--- config.mk ---
export PLATFORM = sky130hd
export DESIGN_NAME = wprot_status_ctrl
export DESIGN_NICKNAME = d
export VERILOG_FILES = /design/src/rtl/wps_pkg.sv /design/src/rtl/wps_wel_latch.sv /design/src/rtl/wps_fence_decode.sv /design/src/rtl/wps_nv_fields.sv /design/src/rtl/wprot_status_ctrl.sv
export SDC_FILE = /design/constraint.sdc
export NUM_CORES = 1
export LEC_CHECK = 0
export BUFFER_PORTS_ARGS = -buffer_cell sky130_fd_sc_hd__buf_2
export CAP_MARGIN = 15
export CORE_MARGIN = 2
export CORE_UTILIZATION = 30
export DETAILED_ROUTE_END_ITERATION = 12
export GPL_TIMING_DRIVEN = 0
export HOLD_SLACK_MARGIN = 0.15
export PLACE_DENSITY = 0.68
export SKIP_LAST_GASP = 1
export SYNTH_ARGS = -nofsm -noshare
export SYNTH_HDL_FRONTEND = slang
export SYNTH_SLANG_ARGS = --single-unit
--- constraint.sdc ---
create_clock -name clk -period 0.9 [get_ports clk]
set_input_delay 0.045 -clock clk [delete_from_list [all_inputs] [get_ports clk]]
set_output_delay 0.045 -clock clk [all_outputs]
set_load 0.01 [all_outputs]
--- src/rtl/wps_pkg.sv ---
// Package: shared types and bit positions for the status protection controller.
// Assumes an eight-bit status byte; positions are fixed because the serial
// read path shifts the byte out as-is.
package wps_pkg;

    localparam int SR_LOCK  = 7;
    localparam int SR_UV    = 6;
    localparam int SR_SPARE = 5;
    localparam int SR_INC   = 4;
    localparam int SR_BPH   = 3;
    localparam int SR_BPL   = 2;
    localparam int SR_WEL   = 1;
    localparam int SR_WIP   = 0;

    // Non-volatile protection fields
    typedef struct packed {
        logic       lock;
        logic [1:0] fence;
    } nv_prot_t;

    localparam nv_prot_t NV_DELIVERY = '{lock: 1'b0, fence: 2'b00};
    localparam logic     INC_DELIVERY = 1'b1;

    // Pack live and stored fields into the status byte
    function automatic logic [7:0] pack_status(input nv_prot_t shown,
                                               input logic uv,
                                               input logic inc,
                                               input logic wel,
                                               input logic wip);
        logic [7:0] s;
        s           = '0;
        s[SR_LOCK]  = shown.lock;
        s[SR_UV]    = uv;
        s[SR_SPARE] = 1'b0;
        s[SR_INC]   = inc;
        s[SR_BPH]   = shown.fence[1];
        s[SR_BPL]   = shown.fence[0];
        s[SR_WEL]   = wel;
        s[SR_WIP]   = wip;
        return s;
    endfunction

endpackage

--- src/rtl/wps_wel_latch.sv ---
// Module: write-enable latch.
// Sets on an enable event, clears on a disable event or on any consumed write
// attempt; clearing wins. Events are gated by the caller when busy.
// Assumes a synchronous active-low soft reset clears the latch.
module wps_wel_latch (
    input  logic clk,
    input  logic rst_n,
    input  logic set_i,
    input  logic clr_i,
    output logic wel_o
);

    // Latch update with clear priority
    always_ff @(posedge clk) begin
        if (!rst_n) begin
            wel_o <= 1'b0;
        end else if (clr_i) begin
            wel_o <= 1'b0;
        end else if (set_i) begin
            wel_o <= 1'b1;
        end
    end

endmodule

--- src/rtl/wps_fence_decode.sv ---
// Module: block-protect address decode.
// Reports whether an address falls in the region fenced by the two-bit code.
// Assumes ADDR_W >= 3 and PAGE_BYTES below the half-array base; the counter
// page [0, PAGE_BYTES) is always exempt.
module wps_fence_decode #(
    parameter int ADDR_W     = 10,
    parameter int PAGE_BYTES = 32
) (
    input  logic [ADDR_W-1:0] addr_i,
    input  logic [1:0]        fence_i,
    output logic              hit_o
);

    localparam logic [ADDR_W-1:0] PAGE_END = ADDR_W'(PAGE_BYTES);

    logic in_page;
    logic in_quarter;
    logic in_half;

    // Region membership by the top address bits
    always_comb begin
        in_page    = (addr_i < PAGE_END);
        in_quarter = (addr_i[ADDR_W-1 -: 2] == 2'b11);
        in_half    = addr_i[ADDR_W-1];
    end

    // Code to region selection with page exemption
    always_comb begin
        unique case (fence_i)
            2'b00:   hit_o = 1'b0;
            2'b01:   hit_o = in_quarter;
            2'b10:   hit_o = in_half;
            default: hit_o = 1'b1;
        endcase
        if (in_page) begin
            hit_o = 1'b0;
        end
    end

endmodule

--- src/rtl/wps_nv_fields.sv ---
// Module: non-volatile protection fields and their read-visible copy.
// The stored copy changes on an accepted status write or the delivery load;
// the shown copy follows it only while no write is pending or running.
// Assumes nothing here is touched by the soft reset.
module wps_nv_fields
    import wps_pkg::*;
(
    input  logic     clk,
    input  logic     nv_init_n,
    input  logic     wr_en_i,
    input  nv_prot_t wr_val_i,
    input  logic     hold_i,
    input  logic     cmp_upd_i,
    input  logic     cmp_lower_i,
    output nv_prot_t stored_o,
    output nv_prot_t shown_o,
    output logic     inc_o
);

    // Stored fields: delivery load first, then accepted writes
    always_ff @(posedge clk) begin
        if (!nv_init_n) begin
            stored_o <= NV_DELIVERY;
        end else if (wr_en_i) begin
            stored_o <= wr_val_i;
        end
    end

    // Shown fields: frozen while a write is pending or in progress
    always_ff @(posedge clk) begin
        if (!nv_init_n) begin
            shown_o <= NV_DELIVERY;
        end else if (!hold_i) begin
            shown_o <= stored_o;
        end
    end

    // Comparator flag
    always_ff @(posedge clk) begin
        if (!nv_init_n) begin
            inc_o <= INC_DELIVERY;
        end else if (cmp_upd_i) begin
            inc_o <= cmp_lower_i;
        end
    end

endmodule

--- src/rtl/wprot_status_ctrl.sv ---
// Module: status register protection controller (top).
// Evaluates array and status write requests against the enable latch, busy
// state, block-protect fence and pin lock; pulses a permit one cycle later and
// assembles the status byte. Assumes request events are single-cycle and that
// array and status requests never coincide.
module wprot_status_ctrl
    import wps_pkg::*;
#(
    parameter int ADDR_W     = 10,
    parameter int PAGE_BYTES = 32,
    parameter int WRSR_CLKS  = 16,
    parameter int CNT_W      = 6
) (
    input  logic              clk,
    input  logic              rst_n,
    input  logic              nv_init_n,
    input  logic              wp_n_i,
    input  logic              wren_i,
    input  logic              wrdi_i,
    input  logic              wrsr_req_i,
    input  logic [CNT_W-1:0]  wrsr_clks_i,
    input  logic [7:0]        wrsr_data_i,
    input  logic              arr_req_i,
    input  logic [ADDR_W-1:0] arr_addr_i,
    input  logic              busy_i,
    input  logic              cmp_upd_i,
    input  logic              cmp_lower_i,
    input  logic              erased_i,
    output logic              wr_permit_o,
    output logic [7:0]        status_o
);

    localparam logic [CNT_W-1:0] CLK_MATCH = CNT_W'(WRSR_CLKS);

    logic     idle;
    logic     arr_try;
    logic     wrsr_try;
    logic     pin_lock;
    logic     fenced;
    logic     arr_go;
    logic     wrsr_go;
    logic     wel_q;
    logic     wel_set;
    logic     wel_clr;
    logic     srwd_st;
    logic     inc_q;
    nv_prot_t nv_stored;
    nv_prot_t nv_shown;
    nv_prot_t nv_new;

    // Request qualification
    always_comb begin
        idle     = rst_n && !busy_i;
        arr_try  = arr_req_i && idle;
        wrsr_try = wrsr_req_i && idle && (wrsr_clks_i == CLK_MATCH);
        srwd_st  = nv_stored.lock;
        pin_lock = srwd_st && !wp_n_i;
        arr_go   = arr_try && wel_q && !fenced;
        wrsr_go  = wrsr_try && wel_q && !pin_lock;
        wel_set  = wren_i && idle;
        wel_clr  = (wrdi_i && idle) || arr_try || wrsr_try;
        nv_new   = '{lock: wrsr_data_i[SR_LOCK],
                     fence: wrsr_data_i[SR_BPH:SR_BPL]};
    end

    wps_fence_decode #(
        .ADDR_W    (ADDR_W),
        .PAGE_BYTES(PAGE_BYTES)
    ) u_fence (
        .addr_i (arr_addr_i),
        .fence_i(nv_stored.fence),
        .hit_o  (fenced)
    );

    wps_wel_latch u_wel (
        .clk  (clk),
        .rst_n(rst_n),
        .set_i(wel_set),
        .clr_i(wel_clr),
        .wel_o(wel_q)
    );

    wps_nv_fields u_nv (
        .clk        (clk),
        .nv_init_n  (nv_init_n),
        .wr_en_i    (wrsr_go),
        .wr_val_i   (nv_new),
        .hold_i     (busy_i || wr_permit_o),
        .cmp_upd_i  (cmp_upd_i),
        .cmp_lower_i(cmp_lower_i),
        .stored_o   (nv_stored),
        .shown_o    (nv_shown),
        .inc_o      (inc_q)
    );

    // Permit pulse, one cycle after a granted request
    always_ff @(posedge clk) begin
        if (!rst_n) begin
            wr_permit_o <= 1'b0;
        end else begin
            wr_permit_o <= arr_go || wrsr_go;
        end
    end

    // Status byte assembly
    always_comb begin
        status_o = pack_status(nv_shown, erased_i, inc_q, wel_q, busy_i);
    end

endmodule

==> run_results.csv <==
group,metric,value,unit
critical_path,cp_top_family,"compound AO/OA/AOI/OAI gates",
hold_path,min-delay-path-class,"input port to register",
critical_path,crit_type,"register to register",
sta,layout_min_cycle_time,890.2,ps
pwr,switching_power,0.0002104,W
pwr,clockPowerShare,0.350,
floorplan,die_area,1873,um2
clocking,htree_num_levels,1,
clocking,cts_sinks,9,
finish,fin_area,798.3,um2
sta,finalHoldViolations,0,
route,first_pass_iters,4,
placed_design,place_congestion,0.6607,
yosys,synth-compound-area-share,0.2216,
floorplan,core,1471,um2
route,dr_wl_met2,618,um
route,ant_nets,0,
floorplan,rows,14,
route,post_drt_wl_per_cell,9.714,um
pwr,comb_power_share,0.191,
finish,nNetsFinal,140,
finish,drive_above_1_share,0.4951,
floorplan,chipWidth,43.28,um
critical_path,cp.arrival,1080,ps
clocking,cts_root_buffer,"clkbuf_4",
global_routing,grt_pass1_vias,486,
sta,setup_viol,0,
floorplan,io_pins,45,
route,drt_iter0_drc,6,
placed_design,dpl_cell_area,643.1,um2
clocking,postCtsHoldBufs,9,
route,m1WireLength,476,um
yosys,synth_top_family_by_area,"simple AND/OR/NAND/NOR gates",
global_routing,grt_pass1_wl,1.911,mm
yosys,yosys-top-cells-area,"dfxtp_1 39%, a21oi_1 8.6%, o21ai_0 8.6%",
yosys,syn_area,462.9,um2
global_routing,antenna_found_initial,0,
floorplan,start_util,0.3146,
finish,diodes,0,
sta,fin_skew,1.181,ps
finish,final_common_cell,"buf_2",
pwr,p_int,0.0006769,W
sta,setup_tns,0,ps
placed_design,io_buffers,32,
critical_path,cpPeakStageDelay,320,ps
yosys,synth-xor-area-share,0,
clocking,clockBufferDepth,2,
placed_design,place_hpwl,872.6,um
pwr,pwr-share-seq,0.459,
global_routing,grtUsageTotal,0.1322,
yosys,synth_seq_cells,9,
yosys,yosysUniqueCellTypes,19,
route,vias_per_cell,4.630,
global_routing,overflow,0,
pwr,power_leakage,0.3690,nW
sta,rsz0062_at_grt,"true",
run,drv_cap,0,
yosys,yosysTopAreaCell,"dfxtp_1",
yosys,synth_top_area_share,0.3892,
floorplan,die_h,43.28,um
sta,max_clock_freq,1123,MHz
critical_path,cp_max_fo,2,
route,drc_errors,0,
yosys,postSynthNetCount,92,
route,wl,1.156,mm
yosys,synthAdderAreaFrac,0,
outcome,status,"complete, no violations",
clocking,numCtsBuffers,3,
critical_path,required,1090,ps
pwr,ir_drop,0.5752,mV
finish,area_growth,72.43,%
yosys,yosysSeqAreaShare,0.3892,
critical_path,r2r_setup_slack,10,ps
critical_path,cp_slowest_cell,"dfxtp_2",
pwr,switching_share,0.2371,
sta,fin_crit_sh,0.9891,
global_routing,grt_start_max_net_pins,9,
clocking,cts_tree,"built",
yosys,yosysWarnings,0,
route,top_layer_used,"met3",
critical_path,crit_chain,"buf_4, a221o_1, o21ai_1",
yosys,netlist_instances,56,
clocking,clkTransAtPathRegs,60,ps
route,wl_met3,61,um
yosys,synthMuxAreaShare,0.02162,
yosys,syn_area_per_cell,8.267,um2
route,num_vias,551,
finish,final_cell_mix,"31 x buf_2, 9 x dlygate4sd3_1, 7 x a21oi_1",
critical_path,end_kind,"register",
yosys,yosys.area_share.simple,0.2541,
critical_path,start_kind,"register",
pwr,powerDensity,1112,nW/um2
clocking,clk_latency,250,ps
critical_path,path_buf_inv,1,
sta,slew_viol_final,0,
==> kinds of logic (layout without fill, tap and decap cells) <==
| family | after synthesis | in the layout |
|---|---|---|
| buf+inv | 8 | 55 |
| other cells | 1 | 1 |
| compound gates | 19 | 19 |
| mux | 1 | 1 |
| flops | 9 | 9 |
| simple gates | 18 | 18 |
==> worst paths after layout <==
kind | start | end | cells past startpoint
hold reg to reg | u_nv.shown_o[0] | u_nv.shown_o[0] | 2
setup / recovery | u_nv.stored_o[1] | wr_permit_o | 3
setup reg to reg | u_nv.stored_o[1] | wr_permit_o | 3
hold / removal | wp_n_i | wr_permit_o | 3
==> power by group through the flow <==
stage / Sequential (W) / Clock (W) / Combinational [W]
6_report: 0.000407 / 0.000311 / 0.000169
3_3_place_gp: 0.000417 / 0 / 0.000128
4_1_cts: 0.000409 / 0.000311 / 0.000165
5_1_grt: 0.000408 / 0.000340 / 0.000187
3_5_place_dp: 0.000417 / 0 / 0.000131
2_1_floorplan: 0.000416 / 0 / 0.0000555
==> worst reg2reg max path: cells and delay by family (launching register included) <==
kind	cells	cell delay (ps)
compound gates	2	380
buf+inv	1	130
flops	1	320
==> per-stage QoR <==
stage / std cells / util / hold slack, ps / setup WS [ps] / total power (W)
finish: 119 / 0.5425 / 113.2 / 9.808 / 0.0008873
global route: 119 / 0.5425 / 127.8 / -35.42 / 0.0009343
detailed placement: 104 / 0.4371 / 228.3 / -28.68 / 0.0005483
global placement: 104 / 0.4371 / 222.3 / -20.45 / 0.0005451
CTS: 119 / 0.5340 / 105.7 / 2.322 / 0.0008839
floorplan: 56 / - / 106.9 / 36.39 / 0.0004716
==> sequential cells by signal, summed over array words and instances, names as in the netlist <==
register,flops
u_nv.inc_o,1
u_nv.shown_o,3
u_nv.stored_o,3
u_wel.wel_o,1
wr_permit_o,1
==> cells in the mapped netlist <==
cell type and number:
o21a_1 1, and4bb_1 1, buf_4 5, and3_4 1, dfxtp_1 9, nand3_1 5
o21ai_0 8, o21ai_1 1, nand2_1 4, inv_1 3, nor2b_2 1, nor3_4 1
a21oi_1 8, mux2i_1 1, nor4_2 1, conb_1 1, a221o_1 1, nor2_1 3
nor3_1 1
==> layer usage <==
layer	track usage	vias to the layer above
li1	-	286
met1	0.1610	247
met4	0.05455	0
met2	0.2328	18
met3	0.01277	0
met5	0	-
==> repair_timing <==
item | 4_1_cts | 5_1_grt
resized for setup | 5 | 4
pin swaps | 0 | 2
endpoints found under the hold margin | 9 | 1
setup buffers | 2 | 0
endpoints found under the setup margin | 5 | 5
==> final cells by class <==
class,count,area (um2)
Timing Repair Buffer,43,271.5
Sequential cell,9,186.4
Tap cell,16,20.02
Inverter,3,11.26
Buffer,5,41.29
Clock buffer,4,26.28
Multi-Input combinational cell,39,241.5
Fill cell,158,673.1
No activity file was read; power rests on OpenSTA's default activity.
